==> src/rtl/wake_pkg.sv <==
package wake_pkg;
  typedef enum logic [1:0] {
    PM_RUN      = 2'd0,
    PM_IDLE_PRI = 2'd1,
    PM_IDLE_ALT = 2'd2,
    PM_SLEEP    = 2'd3
  } pm_mode_e;

  typedef enum logic [1:0] {
    OSC_XTAL = 2'd0,
    OSC_PLL  = 2'd1,
    OSC_RC   = 2'd2,
    OSC_INT  = 2'd3
  } osc_kind_e;

  typedef enum logic [1:0] {
    ST_RUN    = 2'd0,
    ST_LOW    = 2'd1,
    ST_OST    = 2'd2,
    ST_SETTLE = 2'd3
  } seq_st_e;
endpackage

==> src/rtl/wake_src_detect.sv <==
module wake_src_detect #(
  parameter int NUM_SRC = 8
) (
  input  logic [NUM_SRC-1:0] flag_i,
  input  logic [NUM_SRC-1:0] en_i,
  input  logic               wdt_i,
  output logic               irq_hit_o,
  output logic               wake_o
);
  logic [NUM_SRC-1:0] hit;

  for (genvar g = 0; g < NUM_SRC; g++) begin : g_src
    assign hit[g] = flag_i[g] & en_i[g];
  end

  assign irq_hit_o = |hit;
  assign wake_o    = irq_hit_o | wdt_i;
endmodule

==> src/rtl/wake_ost_gate.sv <==
module wake_ost_gate
  import wake_pkg::*;
(
  input  logic [1:0] mode_i,
  input  logic [1:0] osc_i,
  output logic       ost_req_o
);
  pm_mode_e  mode;
  osc_kind_e osc;
  logic      osc_slow_start;

  assign mode = pm_mode_e'(mode_i);
  assign osc  = osc_kind_e'(osc_i);

  // crystal-based sources need a start-up wait; RC, external and internal do not
  assign osc_slow_start = (osc == OSC_XTAL) || (osc == OSC_PLL);
  // primary clock keeps running in primary idle
  assign ost_req_o = osc_slow_start && (mode != PM_IDLE_PRI) && (mode != PM_RUN);
endmodule

==> src/rtl/wake_settle_cnt.sv <==
module wake_settle_cnt #(
  parameter int TCSD_CYCLES = 4
) (
  input  logic clk_i,
  input  logic rst_ni,
  input  logic clear_i,
  input  logic en_i,
  output logic done_o
);
  localparam int CW = (TCSD_CYCLES < 2) ? 1 : $clog2(TCSD_CYCLES);
  localparam logic [CW-1:0] LAST = CW'(TCSD_CYCLES - 1);

  logic [CW-1:0] cnt_q;

  always_ff @(posedge clk_i or negedge rst_ni) begin
    if (!rst_ni)      cnt_q <= '0;
    else if (clear_i) cnt_q <= '0;
    else if (en_i)    cnt_q <= cnt_q + 1'b1;
  end

  assign done_o = en_i && (cnt_q == LAST);
endmodule

==> src/rtl/wake_seq.sv <==
module wake_seq
  import wake_pkg::*;
#(
  parameter int NUM_SRC     = 8,
  parameter int TCSD_CYCLES = 4
) (
  input  logic               clk_i,
  input  logic               rst_ni,
  input  logic [NUM_SRC-1:0] irq_flag_i,
  input  logic [NUM_SRC-1:0] irq_en_i,
  input  logic               gie_i,
  input  logic               wdt_wake_i,
  input  logic               rst_req_i,
  input  logic               pm_enter_i,
  input  logic [1:0]         pm_mode_i,
  input  logic [1:0]         osc_type_i,
  input  logic               osc_rdy_i,
  output logic               resume_o,
  output logic               vector_o,
  output logic [1:0]         mode_o
);
  seq_st_e    st_q, st_d;
  pm_mode_e   mode_q, mode_d;
  logic       vec_q, vec_d;
  logic       resume_q, resume_d;
  logic       irq_hit, wake, ost_req, settle_done;

  wake_src_detect #(.NUM_SRC(NUM_SRC)) u_detect (
    .flag_i    (irq_flag_i),
    .en_i      (irq_en_i),
    .wdt_i     (wdt_wake_i),
    .irq_hit_o (irq_hit),
    .wake_o    (wake)
  );

  wake_ost_gate u_ost (
    .mode_i    (mode_q),
    .osc_i     (osc_type_i),
    .ost_req_o (ost_req)
  );

  wake_settle_cnt #(.TCSD_CYCLES(TCSD_CYCLES)) u_settle (
    .clk_i   (clk_i),
    .rst_ni  (rst_ni),
    .clear_i (st_q != ST_SETTLE),
    .en_i    (st_q == ST_SETTLE),
    .done_o  (settle_done)
  );

  always_comb begin
    st_d     = st_q;
    mode_d   = mode_q;
    vec_d    = vec_q;
    resume_d = 1'b0;
    if (rst_req_i) begin
      st_d   = ST_RUN;
      mode_d = PM_RUN;
      vec_d  = 1'b0;
    end else begin
      unique case (st_q)
        ST_RUN: begin
          if (pm_enter_i && (pm_mode_e'(pm_mode_i) != PM_RUN)) begin
            st_d   = ST_LOW;
            mode_d = pm_mode_e'(pm_mode_i);
          end
        end
        ST_LOW: begin
          if (wake) begin
            vec_d = irq_hit && gie_i;
            st_d  = ost_req ? ST_OST : ST_SETTLE;
          end
        end
        ST_OST: begin
          if (osc_rdy_i) st_d = ST_SETTLE;
        end
        ST_SETTLE: begin
          if (settle_done) begin
            st_d     = ST_RUN;
            mode_d   = PM_RUN;
            resume_d = 1'b1;
          end
        end
        default: st_d = ST_RUN;
      endcase
    end
  end

  always_ff @(posedge clk_i or negedge rst_ni) begin
    if (!rst_ni) begin
      st_q     <= ST_RUN;
      mode_q   <= PM_RUN;
      vec_q    <= 1'b0;
      resume_q <= 1'b0;
    end else begin
      st_q     <= st_d;
      mode_q   <= mode_d;
      vec_q    <= vec_d;
      resume_q <= resume_d;
    end
  end

  assign resume_o = resume_q;
  assign vector_o = resume_q & vec_q;
  assign mode_o   = mode_q;
endmodule

==> config.mk <==
export PLATFORM = sky130hd
export DESIGN_NAME = wake_seq
export DESIGN_NICKNAME = d
export VERILOG_FILES = /design/src/rtl/wake_pkg.sv /design/src/rtl/wake_src_detect.sv /design/src/rtl/wake_ost_gate.sv /design/src/rtl/wake_settle_cnt.sv /design/src/rtl/wake_seq.sv
export SDC_FILE = /design/constraint.sdc
export NUM_CORES = 1
export LEC_CHECK = 0
export BUFFER_PORTS_ARGS = -buffer_cell sky130_fd_sc_hd__clkbuf_2
export CAP_MARGIN = 0
export CELL_PAD_IN_SITES_DETAIL_PLACEMENT = 2
export CELL_PAD_IN_SITES_GLOBAL_PLACEMENT = 2
export CORE_MARGIN = 5
export CORE_UTILIZATION = 22
export DETAILED_ROUTE_END_ITERATION = 10
export GPL_TIMING_DRIVEN = 0
export PLACE_DENSITY = 0.79
export RECOVER_POWER = 100
export SLEW_MARGIN = 30
export SYNTH_ARGS = -nofsm -noshare
export SYNTH_HDL_FRONTEND = slang
export SYNTH_SLANG_ARGS = --single-unit
==> constraint.sdc <==
create_clock -name clk_i -period 1.95 [get_ports clk_i]
set_input_delay 0.0975 -clock clk_i [delete_from_list [all_inputs] [get_ports clk_i]]
set_output_delay 0.0975 -clock clk_i [all_outputs]
set_load 0.005 [all_outputs]
* Word level (Yosys, flattened, before mapping)
Cells that the tools add are included.
** Storage, ports and cells
- Register bits :: 8
- Latch bits :: 0
- Memory bits (writable) :: 0
- Memory bits (read-only) :: 0
- Input port bits :: 27
- Output and inout bits :: 4
- Logic and storage cells :: 63
- Memories kept :: 0
** Operators by class
- Add/subtract/negate cells :: 1
- Multiply operators :: 0
- Div/mod/pow operators :: 0
- Order comparisons :: 0
- Equal/unequal tests :: 11
- Shift operators :: 0
- Multiplexer cells :: 18
- Bitwise logic cells :: 10
- Reductions and logical operators :: 18
** Operators by type and width (count)
- 2-bit 2-to-1 mux :: 9
- 2-bit nonzero test :: 5
- 1-bit AND :: 9
- 3-bit inequality test (second input constant) :: 3
- 2-bit one-hot mux with 4 select lines :: 1
- 8-bit OR reduction :: 1
- 1-bit 2-to-1 mux :: 7
- 2-bit == test (second input constant) :: 3
- 1-bit logical AND :: 5
- 2-bit by 1-bit == test with 1-bit output (second input constant) :: 2
- 2-bit logical NOT :: 2
- 2-bit one-hot mux with 2 select lines :: 1
- 4-bit AND reduction :: 1
- 3-bit by 2-bit inequality test with 1-bit output (second input constant) :: 1
- 3-bit AND reduction :: 1
- 3-bit nonzero test :: 1
- 2-bit by 1-bit adder with 2-bit output (second input constant) :: 1
- 2-bit by 1-bit inequality test with 1-bit output (second input constant) :: 1
- 2-bit inequality test (second input constant) :: 1
- 2-bit AND reduction :: 1
- 1-bit logical OR :: 1
- 1-bit OR :: 1

* Logic depth before layout (Yosys ltp)
- Depth after elaboration :: 8
- Mapped depth :: 6
- Gate-level depth less buffers :: 6

* Modules after synthesis
From an unflattened synthesis, not the netlist that was laid out.
** Unflattened totals
- Cells, all modules :: 58
- Area total of the unflattened synthesis :: 576.8 µm²
** By module, submodules not included
- wake_seq :: times used 1, cells an instance 43, area each 419.2 µm², seq. area each 150.1 µm²
- wake_settle_cnt :: times used 1, cells an instance 8, area each 96.3 µm², seq. area each 50.0 µm²
- wake_src_detect :: times used 1, cells an instance 6, area each 47.5 µm², seq. area each 0.0 µm²
- wake_ost_gate :: times used 1, cells an instance 1, area each 13.8 µm², seq. area each 0.0 µm²

* Least setup slack after synthesis
No wires, ideal clock.
- Path type :: register to register
- From :: reg st_q[0]
- To :: reg st_q[0]
- Library setup time :: 0.094 ns
- Data arrival time :: 1.422 ns
- Required time :: 1.856 ns
- Setup slack :: 0.434 ns
- Cell stages (with the launch flop) :: 6
- Path buffers :: 0
- Period minus slack after synthesis :: 1.516 ns
- Path through :: dfrtp_1 > ha_1 > nor2b_4 > a221o_1 > a21o_1 > a211oi_1
** Between the ends
- Word-level cells in the longest chain between the ends :: 4
- Elaborated cells between the ends (all ways) :: 12
- Those cells by class :: 7 x eq/ne; 2 x mux; 3 x reduce/logical
** Ends and longest elaborated chain
- from (decl) :: RTL line wake_seq.sv:22 : seq_st_e st_q, st_d;
- from (signal assigned) :: RTL line wake_seq.sv:95 : st_q <= st_d;
- 2-bit == test :: RTL line wake_seq.sv:46, wake_seq.sv:60
- 1-bit logical AND :: RTL line wake_settle_cnt.sv:21 : assign done_o = en_i && (cnt_q == LAST);
- 3-bit inequality test (no line)
- 4-bit AND reduction (no line)
Several ways; a longest one is shown, not always the timed one.
A chain may end at the register's enable or synchronous reset.

* Final worst setup path
Ends and elaborated chain as after synthesis.

==> results.txt <==
wire length per cell after detailed routing: 14.2 um
IO Pins: 31
post-detailed-placement half-perimeter wirelength: 1470 um
Vias/cell: 4.55
highest achievable clock rate: 586 MHz
CTS tree: yes
ratio of cells with drive above 1 in the final layout: 34.1%
Worst Setup End Kind: register
vias in the first global route: 647
total number of nets in the final design: 123
RSZ-0062 raised after global routing: no
Hold Crit Start: pm_mode_i[0]
final critical-path required period: 1.71 ns
die width: 59.1 um
Rel. slew slack: 69.4%
endpoint of the lowest-slack register-to-register path: st_q[0]
YS warnings: 0
GRT Util Overall: 10.9%
maximum clock path buffer count: 2
share of the clock period used by the worst path: 87.5%
floorplan core area: 2250 um^2
status: finished, final reports clean
Post CTS Setup Buffer Count: 0
floorplan die area: 3490 um^2
number of distinct library cells after synthesis: 20
Min-Delay Path Depth: 3
power density over the cells: 937 nW/um^2
setup-violating endpoint count in the final report: 0
clock latency reported for the late side of the worst-skew pair: 0.25 ns
Hold Slack: 0.0807 ns
worst slack after detailed placement: 0.264 ns
Netlist Area Pre-Place: 531 um^2
setup slack of the critical path after layout: 0.244 ns
TritonCTS Buffers: 3
final instance count without filler cells: 116
Root Buffer Master: clkbuf_4
sequential area share after synthesis: 37.7%
Total Power: 0.687 mW
total number of vias: 528
Worst Path Required: 2.11 ns
flops & latches, synth: 8
DRC violation total after the first TritonRoute iteration: 7
global-route wire length before repair: 2820 um
CTS sink count: 8
remaining antenna violation count: 0
slew at the pin with the worst max-slew slack: 0.460 ns
register-to-register path setup slack: 0.24 ns
reported leakage power: 0.388 nW
Die Y: 59.1 um
leading cell types by total area after synthesis: dfrtp_1 38%, ha_1 14%, nand2b_1 5.9%, a22oi_1 5.7%, a211oi_1 4.2%
input/output buffers: 29
Reg2Reg Launch Point: st_q[0]
hold crit path type: in -> reg
Final Slew Violations: 0
Hold Crit Endpoint: mode_o[0]
aggregate negative setup slack: 0 ns
synthesized area per cell: 9.65 um^2
category of the most critical setup path: reg -> reg
area growth from synthesis to final layout: 38.2%
# Max-Cap Violations: 0
initial antenna violation count: 0
overflow left after global routing: 0
Clk pin slew, worst setup/hold paths: 0.06 ns
depth of the worst register-to-register path: 5
final weighted congestion in routability-driven placement: 0.676
site row count: 17
CP Data Arrival Time: 1.87 ns
worst voltage drop across the vdd grid: 321 uV
effective utilization at floorplan: 23.5%
number of nets produced by synthesis: 88
Hold Violations, Final: 0
cell total after placement: 112
most used cells in the layout excluding fill and tap cells: 27 x clkbuf_2, 8 x dfrtp_1, 6 x ha_1
maximum number of pins on one net before global-route repair: 9
biggest area consumer among synthesized cells: dfrtp_1
startpoint type of the worst setup path: register
share of the synthesized area in the top cell type: 37.7%
TritonRoute pass-1 iters: 4
number of remaining DRC errors: 0
clk_skew: 0.00548 ns
diode count: 0
post-detailed-routing wire length: 1640 um
Synth Instances: 55
maximum fanout encountered on the critical timing path: 6
leading cell type in the layout, fill and taps excluded: clkbuf_2
H-tree depth: 1
Critical path origin: st_q[0]
critical path: stages (launching register included):
cell,delay [ns]
dfrtp_1,0.43
ha_1,0.29
nor2b_1,0.19
a221o_1,0.29
a21o_1,0.19
a211oi_1,0.23
stage by stage:
step	util (%)	cell area, um^2
3_5_place_dp	31.5	711
6_report	32.5	733
2_1_floorplan	-	531
5_1_grt	32.5	733
4_1_cts	33.0	743
3_3_place_gp	31.5	711
synth_stat cells, drive strengths merged:
cell type	n
nor2b	4
and2	2
nand2b	5
a221o	1
dfrtp	8
a21oi	2
o21ai	1
a21o	1
mux2i	1
a31oi	1
and4	1
nand3b	2
a22oi	4
a211oi	3
o221ai	1
ha	6
inv	4
nand2	5
nor2	3
repair_timing:
action | in CTS | in global routing
gates resized for setup | 0 | 0
hold buffers | 1 | 0
endpoints found under the hold margin | 8 | 0
kinds of logic after synthesis:
kind of cell,count (synthesis),share of synthesized area (%)
AOI/OAI and AO/OA,14,18.9
muxes,1,1.89
adders and majority gates,6,14.2
buffers and inverters,4,2.83
DFF,8,37.7
and+or+nand+nor,22,24.5
worst max-delay path by stage:
stage	endpoint	slack (ns)
finish	st_q[0]	0.24
global route	st_q[0]	0.16
CTS	st_q[0]	0.25
detailed placement	st_q[0]	0.26
global placement	st_q[0]	0.32
floorplan	st_q[0]	0.43
cell type report:
| type | count | area [um^2] |
|---|---|---|
| Clock buffer | 3 | 22.5 |
| Fill cell | 288 | 1520 |
| Inverter | 4 | 15.0 |
| Multi-Input combinational cell | 43 | 308 |
| Sequential cell | 8 | 200 |
| Tap cell | 28 | 35.0 |
| Timing Repair Buffer | 30 | 153 |
routing by layer:
| layer | up-vias | GRT usage, % | part of all wire [%] |
|---|---|---|---|
| met5 | - | 0 | 0 |
| met4 | 0 | 2.91 | 0.55 |
| met3 | 2 | 3.49 | 4.4 |
| met2 | 12 | 21.9 | 58 |
| met1 | 254 | 10.3 | 37 |
| li1 | 260 | - | - |
flip-flops by register name, indices dropped and copies added (netlist names):
register,flops
st_q,2
u_settle.cnt_q,2
mode_o,2
resume_o,1
vec_q,1
report_power, final:
part | total [mW] | internal (mW) | switching, mW
Clock | 0.125 | 0.0703 | 0.0544
Sequential | 0.238 | 0.201 | 0.0364
Combinational | 0.324 | 0.157 | 0.168
Note: power is estimated with default switching activity, not from simulation.
